**config.mk**
```make
export PLATFORM = sky130hd
export DESIGN_NAME = status_flag_unit
export DESIGN_NICKNAME = d
export VERILOG_FILES = /design/src/rtl/sfu_pkg.sv /design/src/rtl/sfu_lane.sv /design/src/rtl/sfu_flag_reg.sv /design/src/rtl/status_flag_unit.sv
export SDC_FILE = /design/constraint.sdc
export NUM_CORES = 1
export LEC_CHECK = 0
export CORE_MARGIN = 5
export CORE_UTILIZATION = 52
export DETAILED_ROUTE_END_ITERATION = 10
export HOLD_SLACK_MARGIN = 0.02
export PLACE_DENSITY = 0.84
export SYNTH_ARGS = -nofsm -noshare
export SYNTH_HDL_FRONTEND = slang
export SYNTH_SLANG_ARGS = --single-unit
```
**constraint.sdc**
```tcl
create_clock -name clk -period 7.5 [get_ports clk]
set_input_delay 2.25 -clock clk [delete_from_list [all_inputs] [get_ports clk]]
set_output_delay 2.25 -clock clk [all_outputs]
set_load 0.05 [all_outputs]
```
**src/rtl/sfu_pkg.sv**
```systemverilog
package sfu_pkg;

   localparam int FLAG_W  = 16;
   localparam int POS_OVF = 11;
   localparam int POS_DIR = 10;
   localparam int POS_INT = 9;
   localparam int POS_TRP = 8;
   localparam int POS_SGN = 7;
   localparam int POS_ZRO = 6;
   localparam int POS_AUX = 4;
   localparam int POS_PAR = 2;
   localparam int POS_CRY = 0;
   localparam int AUX_BIT = 4;

   typedef enum logic [1:0] {
      OP_ADD = 2'd0,
      OP_SUB = 2'd1,
      OP_SHL = 2'd2,
      OP_EXT = 2'd3
   } op_t;

   typedef struct packed {
      logic ovf;
      logic sgn;
      logic zro;
      logic aux;
      logic par;
      logic cry;
   } arith_flags_t;

   typedef struct packed {
      logic dir;
      logic ien;
      logic trp;
   } ctl_flags_t;

endpackage

```
**src/rtl/sfu_lane.sv**
```systemverilog
module sfu_lane
   import sfu_pkg::*;
#(
   parameter int LW = 8
) (
   input  logic [LW-1:0] a,
   input  logic [LW-1:0] b,
   input  op_t           op,
   input  logic          shout,
   output logic [LW-1:0] res,
   output arith_flags_t  fl
);
   localparam int TOP = LW - 1;

   if (LW < 8) begin : g_width_chk
      $error("sfu_lane: lane width must be at least 8");
   end

   logic [LW:0] sum_w;
   logic [LW:0] dif_w;
   logic        cry;

   always_comb begin
      sum_w = {1'b0, a} + {1'b0, b};
      dif_w = {1'b0, a} - {1'b0, b};
      unique case (op)
         OP_ADD: begin
            res = sum_w[TOP:0];
            cry = sum_w[LW];
         end
         OP_SUB: begin
            res = dif_w[TOP:0];
            cry = dif_w[LW];
         end
         OP_SHL: begin
            res = {a[TOP-1:0], 1'b0};
            cry = a[TOP];
         end
         default: begin
            res = a;
            cry = shout;
         end
      endcase
   end

   always_comb begin
      fl.cry = cry;
      fl.sgn = res[TOP];
      fl.zro = (res == '0);
      fl.par = ^res;
      fl.aux = 1'b0;
      fl.ovf = 1'b0;
      unique case (op)
         OP_ADD: begin
            fl.aux = a[AUX_BIT] ^ b[AUX_BIT] ^ res[AUX_BIT];
            fl.ovf = (a[TOP] == b[TOP]) && (res[TOP] != a[TOP]);
         end
         OP_SUB: begin
            fl.aux = a[AUX_BIT] ^ b[AUX_BIT] ^ res[AUX_BIT];
            fl.ovf = (a[TOP] != b[TOP]) && (res[TOP] != a[TOP]);
         end
         OP_SHL: begin
            fl.ovf = res[TOP] ^ cry;
         end
         default: begin
            fl.ovf = 1'b0;
         end
      endcase
   end

endmodule

```
**src/rtl/sfu_flag_reg.sv**
```systemverilog
module sfu_flag_reg
   import sfu_pkg::*;
(
   input  logic              clk,
   input  logic              rst_n,
   input  logic              upd_en,
   input  arith_flags_t      fl,
   input  logic              ctl_we,
   input  ctl_flags_t        ctl,
   output logic [FLAG_W-1:0] word
);
   logic [FLAG_W-1:0] word_q;
   logic [FLAG_W-1:0] word_d;

   always_comb begin
      word_d = word_q;
      if (upd_en) begin
         word_d[POS_OVF] = fl.ovf;
         word_d[POS_SGN] = fl.sgn;
         word_d[POS_ZRO] = fl.zro;
         word_d[POS_AUX] = fl.aux;
         word_d[POS_PAR] = fl.par;
         word_d[POS_CRY] = fl.cry;
      end
      if (ctl_we) begin
         word_d[POS_DIR] = ctl.dir;
         word_d[POS_INT] = ctl.ien;
         word_d[POS_TRP] = ctl.trp;
      end
   end

   always_ff @(posedge clk) begin
      if (!rst_n) word_q <= '0;
      else        word_q <= word_d;
   end

   assign word = word_q;

endmodule

```
**src/rtl/status_flag_unit.sv**
```systemverilog
module status_flag_unit
   import sfu_pkg::*;
#(
   parameter int DATA_W    = 32,
   parameter int NUM_LANES = 3,
   parameter int SIZE_W    = 2
) (
   input  logic              clk,
   input  logic              rst_n,
   input  logic [DATA_W-1:0] op_a,
   input  logic [DATA_W-1:0] op_b,
   input  logic [1:0]        op_sel,
   input  logic [SIZE_W-1:0] op_size,
   input  logic              shift_out,
   input  logic              upd_en,
   input  logic              ctl_we,
   input  logic [2:0]        ctl_din,
   output logic [DATA_W-1:0] result,
   output logic [FLAG_W-1:0] flags_word,
   output logic              ovf_flag,
   output logic              dir_flag,
   output logic              int_flag,
   output logic              trap_flag,
   output logic              sign_flag,
   output logic              zero_flag,
   output logic              aux_flag,
   output logic              par_flag,
   output logic              carry_flag
);
   localparam int WIDEST = 8 << (NUM_LANES - 1);

   if (DATA_W != WIDEST) begin : g_dw_chk
      $error("status_flag_unit: DATA_W must equal the widest lane");
   end
   if ((1 << SIZE_W) < NUM_LANES) begin : g_sz_chk
      $error("status_flag_unit: SIZE_W too narrow for NUM_LANES");
   end

   op_t               op;
   logic [DATA_W-1:0] lane_res [NUM_LANES];
   arith_flags_t      lane_fl  [NUM_LANES];
   arith_flags_t      sel_fl;
   logic [SIZE_W-1:0] lane_idx;

   assign op = op_t'(op_sel);

   for (genvar i = 0; i < NUM_LANES; i++) begin : g_lane
      localparam int LW = 8 << i;
      logic [LW-1:0] r;
      sfu_lane #(.LW(LW)) u_lane (
         .a     (op_a[LW-1:0]),
         .b     (op_b[LW-1:0]),
         .op    (op),
         .shout (shift_out),
         .res   (r),
         .fl    (lane_fl[i])
      );
      assign lane_res[i] = DATA_W'(r);
   end

   always_comb begin
      if (int'(op_size) >= NUM_LANES) lane_idx = SIZE_W'(NUM_LANES - 1);
      else                            lane_idx = op_size;
      result = lane_res[lane_idx];
      sel_fl = lane_fl[lane_idx];
   end

   sfu_flag_reg u_freg (
      .clk    (clk),
      .rst_n  (rst_n),
      .upd_en (upd_en),
      .fl     (sel_fl),
      .ctl_we (ctl_we),
      .ctl    (ctl_flags_t'(ctl_din)),
      .word   (flags_word)
   );

   assign ovf_flag   = flags_word[POS_OVF];
   assign dir_flag   = flags_word[POS_DIR];
   assign int_flag   = flags_word[POS_INT];
   assign trap_flag  = flags_word[POS_TRP];
   assign sign_flag  = flags_word[POS_SGN];
   assign zero_flag  = flags_word[POS_ZRO];
   assign aux_flag   = flags_word[POS_AUX];
   assign par_flag   = flags_word[POS_PAR];
   assign carry_flag = flags_word[POS_CRY];

endmodule

```
Word level (Yosys, flattened, before mapping)
Index checks and enable logic that the tools add are counted.

Register bits after elaboration: 9. Logic and storage cells: 62.

Equal/unequal tests: 11. Magnitude comparators: 2. Mux-type cells: 19. Add/sub/neg operators: 6. Reduce and logical (&&, ||, !) cells: 14. Bitwise operators: 8.

Operators by type and width (number): 32-bit case mux with 3 select lines (1); 32-bit binary-select mux with 2-bit select (1); 32-bit 2-to-1 mux (2); 16-bit case mux with 3 select lines (1); 32-bit by 32-bit adder with 33-bit output (1); 32-bit by 32-bit subtractor with 33-bit output (1); 32-bit logical NOT (1); 32-bit parity (1); 8-bit case mux with 3 select lines (1); 1-bit case mux with 3 select lines (6); 16-bit by 16-bit adder with 17-bit output (1); 16-bit by 16-bit subtractor with 17-bit output (1); 16-bit logical NOT (1); 16-bit parity (1); 6-bit binary-select mux with 2-bit select (1); 6-bit 2-to-1 mux (2); 8-bit by 8-bit adder with 9-bit output (1); 8-bit by 8-bit subtractor with 9-bit output (1); 8-bit logical NOT (1); 8-bit parity (1); 1-bit XOR (7); 1-bit logical AND (6); 1-bit != test (6); 1-bit equality test (3); other kinds (9) (11).

Longest topological paths before layout
Word-level depth: 8. Depth in mapped cells: 23. Mapped depth without buffers: 22.

Modules after synthesis
Synthesis repeated with hierarchy kept, for this count alone.

Cell total of the unflattened synthesis: 1287. Area total of the unflattened synthesis: 9163.8 µm².

Modules (own cells, without submodules): sfu_lane (g_lane[2].u_lane) (area an instance 4707.0 µm², cells each 678, sequential area each 0.0 µm², instances 1); sfu_lane (g_lane[1].u_lane) (area an instance 2381.0 µm², cells each 331, sequential area each 0.0 µm², instances 1); sfu_lane (g_lane[0].u_lane) (area an instance 1086.0 µm², cells each 157, sequential area each 0.0 µm², instances 1); status_flag_unit (area an instance 595.6 µm², cells each 85, sequential area each 0.0 µm², instances 1); sfu_flag_reg (area an instance 394.1 µm², cells each 36, sequential area each 180.2 µm², instances 1).

Least setup slack after synthesis
No wires, ideal clock.

Kind: input-to-output. Start point: input op_b[4]. End point: output result[19]. Path buffers: 1. Arrival: 5700 ps. Setup slack: -450 ps. Stages: 13. Path through: inv_1 > ha_1 > clkbuf_1 > nor2b_1 > a2111oi_0 > o21ai_0 > o21ai_0 > nand2_1 > nor4_1 > nor4b_1 > nor2_1 > mux2_2 > a211oi_1.

Word-level cells in the longest chain between the ends: 5. Elaborated cells on any way between the ends: 6.

Ends and longest elaborated chain: start, declared (RTL line status_flag_unit.sv:11) `input logic [DATA_W-1:0] op_b,`; 32-bit by 32-bit subtractor with 33-bit output / 32-bit by 32-bit adder with 33-bit output (equally long branches) (RTL line sfu_lane.sv:25, sfu_lane.sv:24); 32-bit case mux with 3 select lines (*) (RTL line sfu_lane.sv:26) `unique case (op)`; 32-bit binary-select mux with 2-bit select (*) (RTL line status_flag_unit.sv:64) `result = lane_res[lane_idx];`; 32-bit 2-to-1 mux (implied by the code) (*) (2 in series) (RTL line status_flag_unit.sv:64); end, declared (RTL line status_flag_unit.sv:18) `output logic [DATA_W-1:0] result,`.

Every way passes the cells marked *; elsewhere a longest branch is shown, timed or not. The select of a mux whose other input is x is not followed.

Final worst setup path
Start point: input op_b[5]. End point: output result[18].

The elaborated chain is that of the path after synthesis.

==> flow_metrics.py <==
metrics = {
    "worst_setup_path": {
        "cp_num_buf_inv": 6,
        "crit_path_max_incr_delay_ps": 410,
        "cp_max_fo": 5,
        "cp-start-kind": "input port",
        "r2r_cells": 3,
        "arrival_ps": 5260,
        "critPathMostFrequentCell": "buf_4",
        "cp-end-kind": "output pin",
        "regToRegSetupSlack_ps": 6540,
        "critical_path.top_delay_family": "compound AO/OA/AOI/OAI gates",
        "cpMaxStageDelayCell": "o31ai_1",
        "timing.rr.start": "u_freg.word[11]",
        "required_ps": 5250,
        "crit_chain": "dlygate4sd2_1 -> inv_2 -> ha_4 -> buf_4 -> buf_4 -> nor2_1 -> o211ai_1 -> a31oi_2 -> nor3_1 -> o31ai_1 -> a21oi_1 -> o21bai_1 -> mux2i_1 -> xnor2_1 -> o21ai_1 -> buf_4 -> nor2_4 -> buf_12",
        "r2r-end": "u_freg.word[11]",
        "worst-setup-path-type": "in -> out",
    },
    "logic_synthesis": {
        "syn_avg_cell_area_um2": 6.90,
        "synth_edf_count": 0,
        "synth_largest_area_cell": "ha_1",
        "synth_cell_types": 79,
        "synth_top_cell_area_share_pct": 18.7,
        "synthFlopType": "dfxtp_1",
        "ys_ff_latch": 9,
        "netlist_area_um2": 5340,
        "ys_seq_area_share_pct": 3.37,
        "synthCells": 774,
        "synth_commonest_cells": "nor2_1 (85), ha_1 (80), a21oi_1 (73)",
        "yosysMostFrequentCell": "nor2_1",
        "synth_warnings": 0,
        "synth_area_leaders": "ha_1 (19%), xnor2_1 (7.4%), a21oi_1 (6.8%)",
        "async_reset_ff_share_pct": 0,
    },
    "min_path": {
        "holdPathStages": 2,
        "holdPathEnd": "u_freg.word[10]",
        "hp-start": "u_freg.word[10]",
        "hp-class": "reg -> reg",
    },
    "clock_tree": {
        "cts_root_buf": "clkbuf_8",
        "clk-insertion-delay-late_ps": 240,
        "htree_levels": 1,
        "clk_path_buf_depth": 2,
        "postCtsHoldBufs": 0,
        "cts_buffers": 3,
        "cts.sinks": 9,
        "cts_tree": "done",
        "path_clk_slew_ps": 40,
    },
    "power": {
        "switching_power_uw": 608,
        "p_int_uw": 611,
        "pwr-share-comb_pct": 90.5,
        "power_frac_seq_pct": 4.7,
        "powerDensity_nw_per_um2": 140,
        "p_sw_share_pct": 49.9,
        "pwr-share-clk_pct": 4.8,
        "peakVddDrop_mv": 0.223,
        "cellLeakagePower_uw": 0.00399,
        "total_power_uw": 1220,
    },
    "finish": {
        "num-nets-final": 1186,
        "drive_gt1_share_pct": 37.7,
        "syn_to_final_growth_pct": 63.5,
        "antenna_cells": 0,
        "largest_register_ffs": 9,
    },
    "global_routing": {
        "grt_pass1_vias": 6886,
        "grt_max_degree": 77,
        "antenna_found_initial": 0,
        "grt_first_pass_wirelength_um": 33900,
        "grt-ovfl-total": 0,
        "track_usage_pct": 32.6,
    },
    "timing": {
        "finalCritPeriodShare_pct": 100,
        "clock_skew_ps": 0,
        "fin_setup_tns_ps": -11.5,
        "holdWs_ps": 551,
        "hold_violations": 0,
        "rsz0062_at_grt": "yes",
        "max_clock_freq_mhz": 133,
        "period_minus_slack_ps": 7510,
        "finalSetupViolCount": 2,
        "setup_ws_ps": -10.9,
        "maxSlewViolCount": 0,
        "worst_pin_slew_ps": 666,
        "relSlewSlack_pct": 55.5,
    },
    "placed_design": {
        "dpl.hpwl_um": 15800,
        "io_buffer_count": 125,
        "pre_cts_slack_ps": -561,
        "place_congestion": 1.02,
    },
    "run_status": {
        "outcome": "finished, violations left",
        "violations": "negative setup slack",
    },
    "floorplan": {
        "core-area_um2": 10200,
        "dieArea_um2": 12400,
        "num_rows": 37,
        "die_width_um": 111,
        "die_y_um": 111,
        "io_pins": 133,
        "initial_core_util_pct": 52.4,
    },
    "routing": {
        "wl_um": 22500,
        "vias": 7168,
        "vias_per_cell": 6.16,
        "drc": 0,
        "drtIter0Drc": 716,
        "ant_nets": 0,
        "drt-pass1-iter-count": 6,
        "wire_per_inst_um": 19.3,
    },
    "run": {
        "drv_cap": 0,
    },
}
## worst max path at each step
stage	cells past startpoint	to	from	slack, ps
6_report	18	result[18]	op_b[5]	-10
5_1_grt	19	result[16]	op_b[7]	-150
4_1_cts	15	result[31]	op_b[1]	-2
3_5_place_dp	15	result[31]	op_b[1]	-560
3_3_place_gp	17	result[29]	op_b[13]	-410
2_1_floorplan	13	result[19]	op_b[4]	20
## kinds of logic (layout without fill, tap and decap cells)
kind of cell	Yosys count	in the layout	synth area share, %
buffers and inverters	128	375	10.5
multiplexers	51	51	10.1
XOR/XNOR	51	51	8.37
flip-flops	9	9	3.37
AO/OA/AOI/OAI	229	229	27.8
adder cells (fa/ha/maj)	82	82	19.5
AND/OR/NAND/NOR	223	223	20.2
other	1	7	0.0702
## what timing repair did
action / CTS / global route
buffers inserted: 26 / 4
setup endpoints to repair: 22 / 20
resized for setup: 164 / 107
pin swaps: 49 / 43
## layer usage
layer	GRT usage (%)	share of wire (%)
met5	0	0
met3	4.75	9.4
met4	10.6	4.4
met1	41.5	39
met2	56.4	47
## area by class of cell
class                   count  area [um2]
clock buffers               4        45.0
fillers                   564        1460
inverters                  74         285
multi-input cells         643        5310
flip-flops and latches      9         180
well taps                 136         170
repair buffers            297        2740
## power groups by stage
stage / sequential, uW / combinational (uW) / clock, uW
after floorplan: 72.3 / 601 / 0
after global placement: 57.7 / 952 / 0
after detailed placement: 57.9 / 971 / 0
after CTS: 57.0 / 1040 / 59.2
after global routing: 57.6 / 1170 / 62.4
final: 57.0 / 1100 / 59.0
## through the flow
stage               cells  util, %  instance area (um2)
floorplan             780        -                 5370
global placement     1129     76.9                 7840
detailed placement   1129     76.9                 7840
CTS                  1159     83.6                 8510
global route         1163     85.7                 8730
finish               1163     85.7                 8730
## tightest hold or removal path, stage by stage, from the launching register on
cell	delay, ps
dfxtp_1	340
mux2i_1	90
nor2_1	90
## placed cells by master, fill, tap and decap left out, types with 6 or more instances in the layout
| master | n |
|---|---|
| buf_4 | 167 |
| nor2_1 | 74 |
| a21oi_1 | 59 |
| clkdlybuf4s50_1 | 54 |
| inv_1 | 53 |
| ha_1 | 51 |
| nand2_1 | 47 |
| xnor2_1 | 45 |
| o21ai_0 | 42 |
| mux2i_1 | 35 |
| buf_12 | 28 |
| ha_4 | 22 |
| inv_2 | 19 |
| clkbuf_2 | 17 |
| a21oi_2 | 15 |
| nand2b_1 | 14 |
| mux2_2 | 14 |
| o21ai_1 | 13 |
| nor3_1 | 11 |
| o21a_1 | 10 |
| a21o_1 | 9 |
| nor2_2 | 9 |
| dfxtp_1 | 9 |
| a31oi_1 | 8 |
| nand3_1 | 8 |
| dlygate4sd2_1 | 8 |
| o31ai_1 | 7 |
| nor2b_1 | 7 |
| o211ai_1 | 7 |
| ha_2 | 7 |
| conb_1 | 7 |
| buf_6 | 7 |
| nand4_1 | 6 |
| nor4_1 | 6 |
| xor2_1 | 6 |
| buf_2 | 6 |
(Power assumes the default switching activity.)
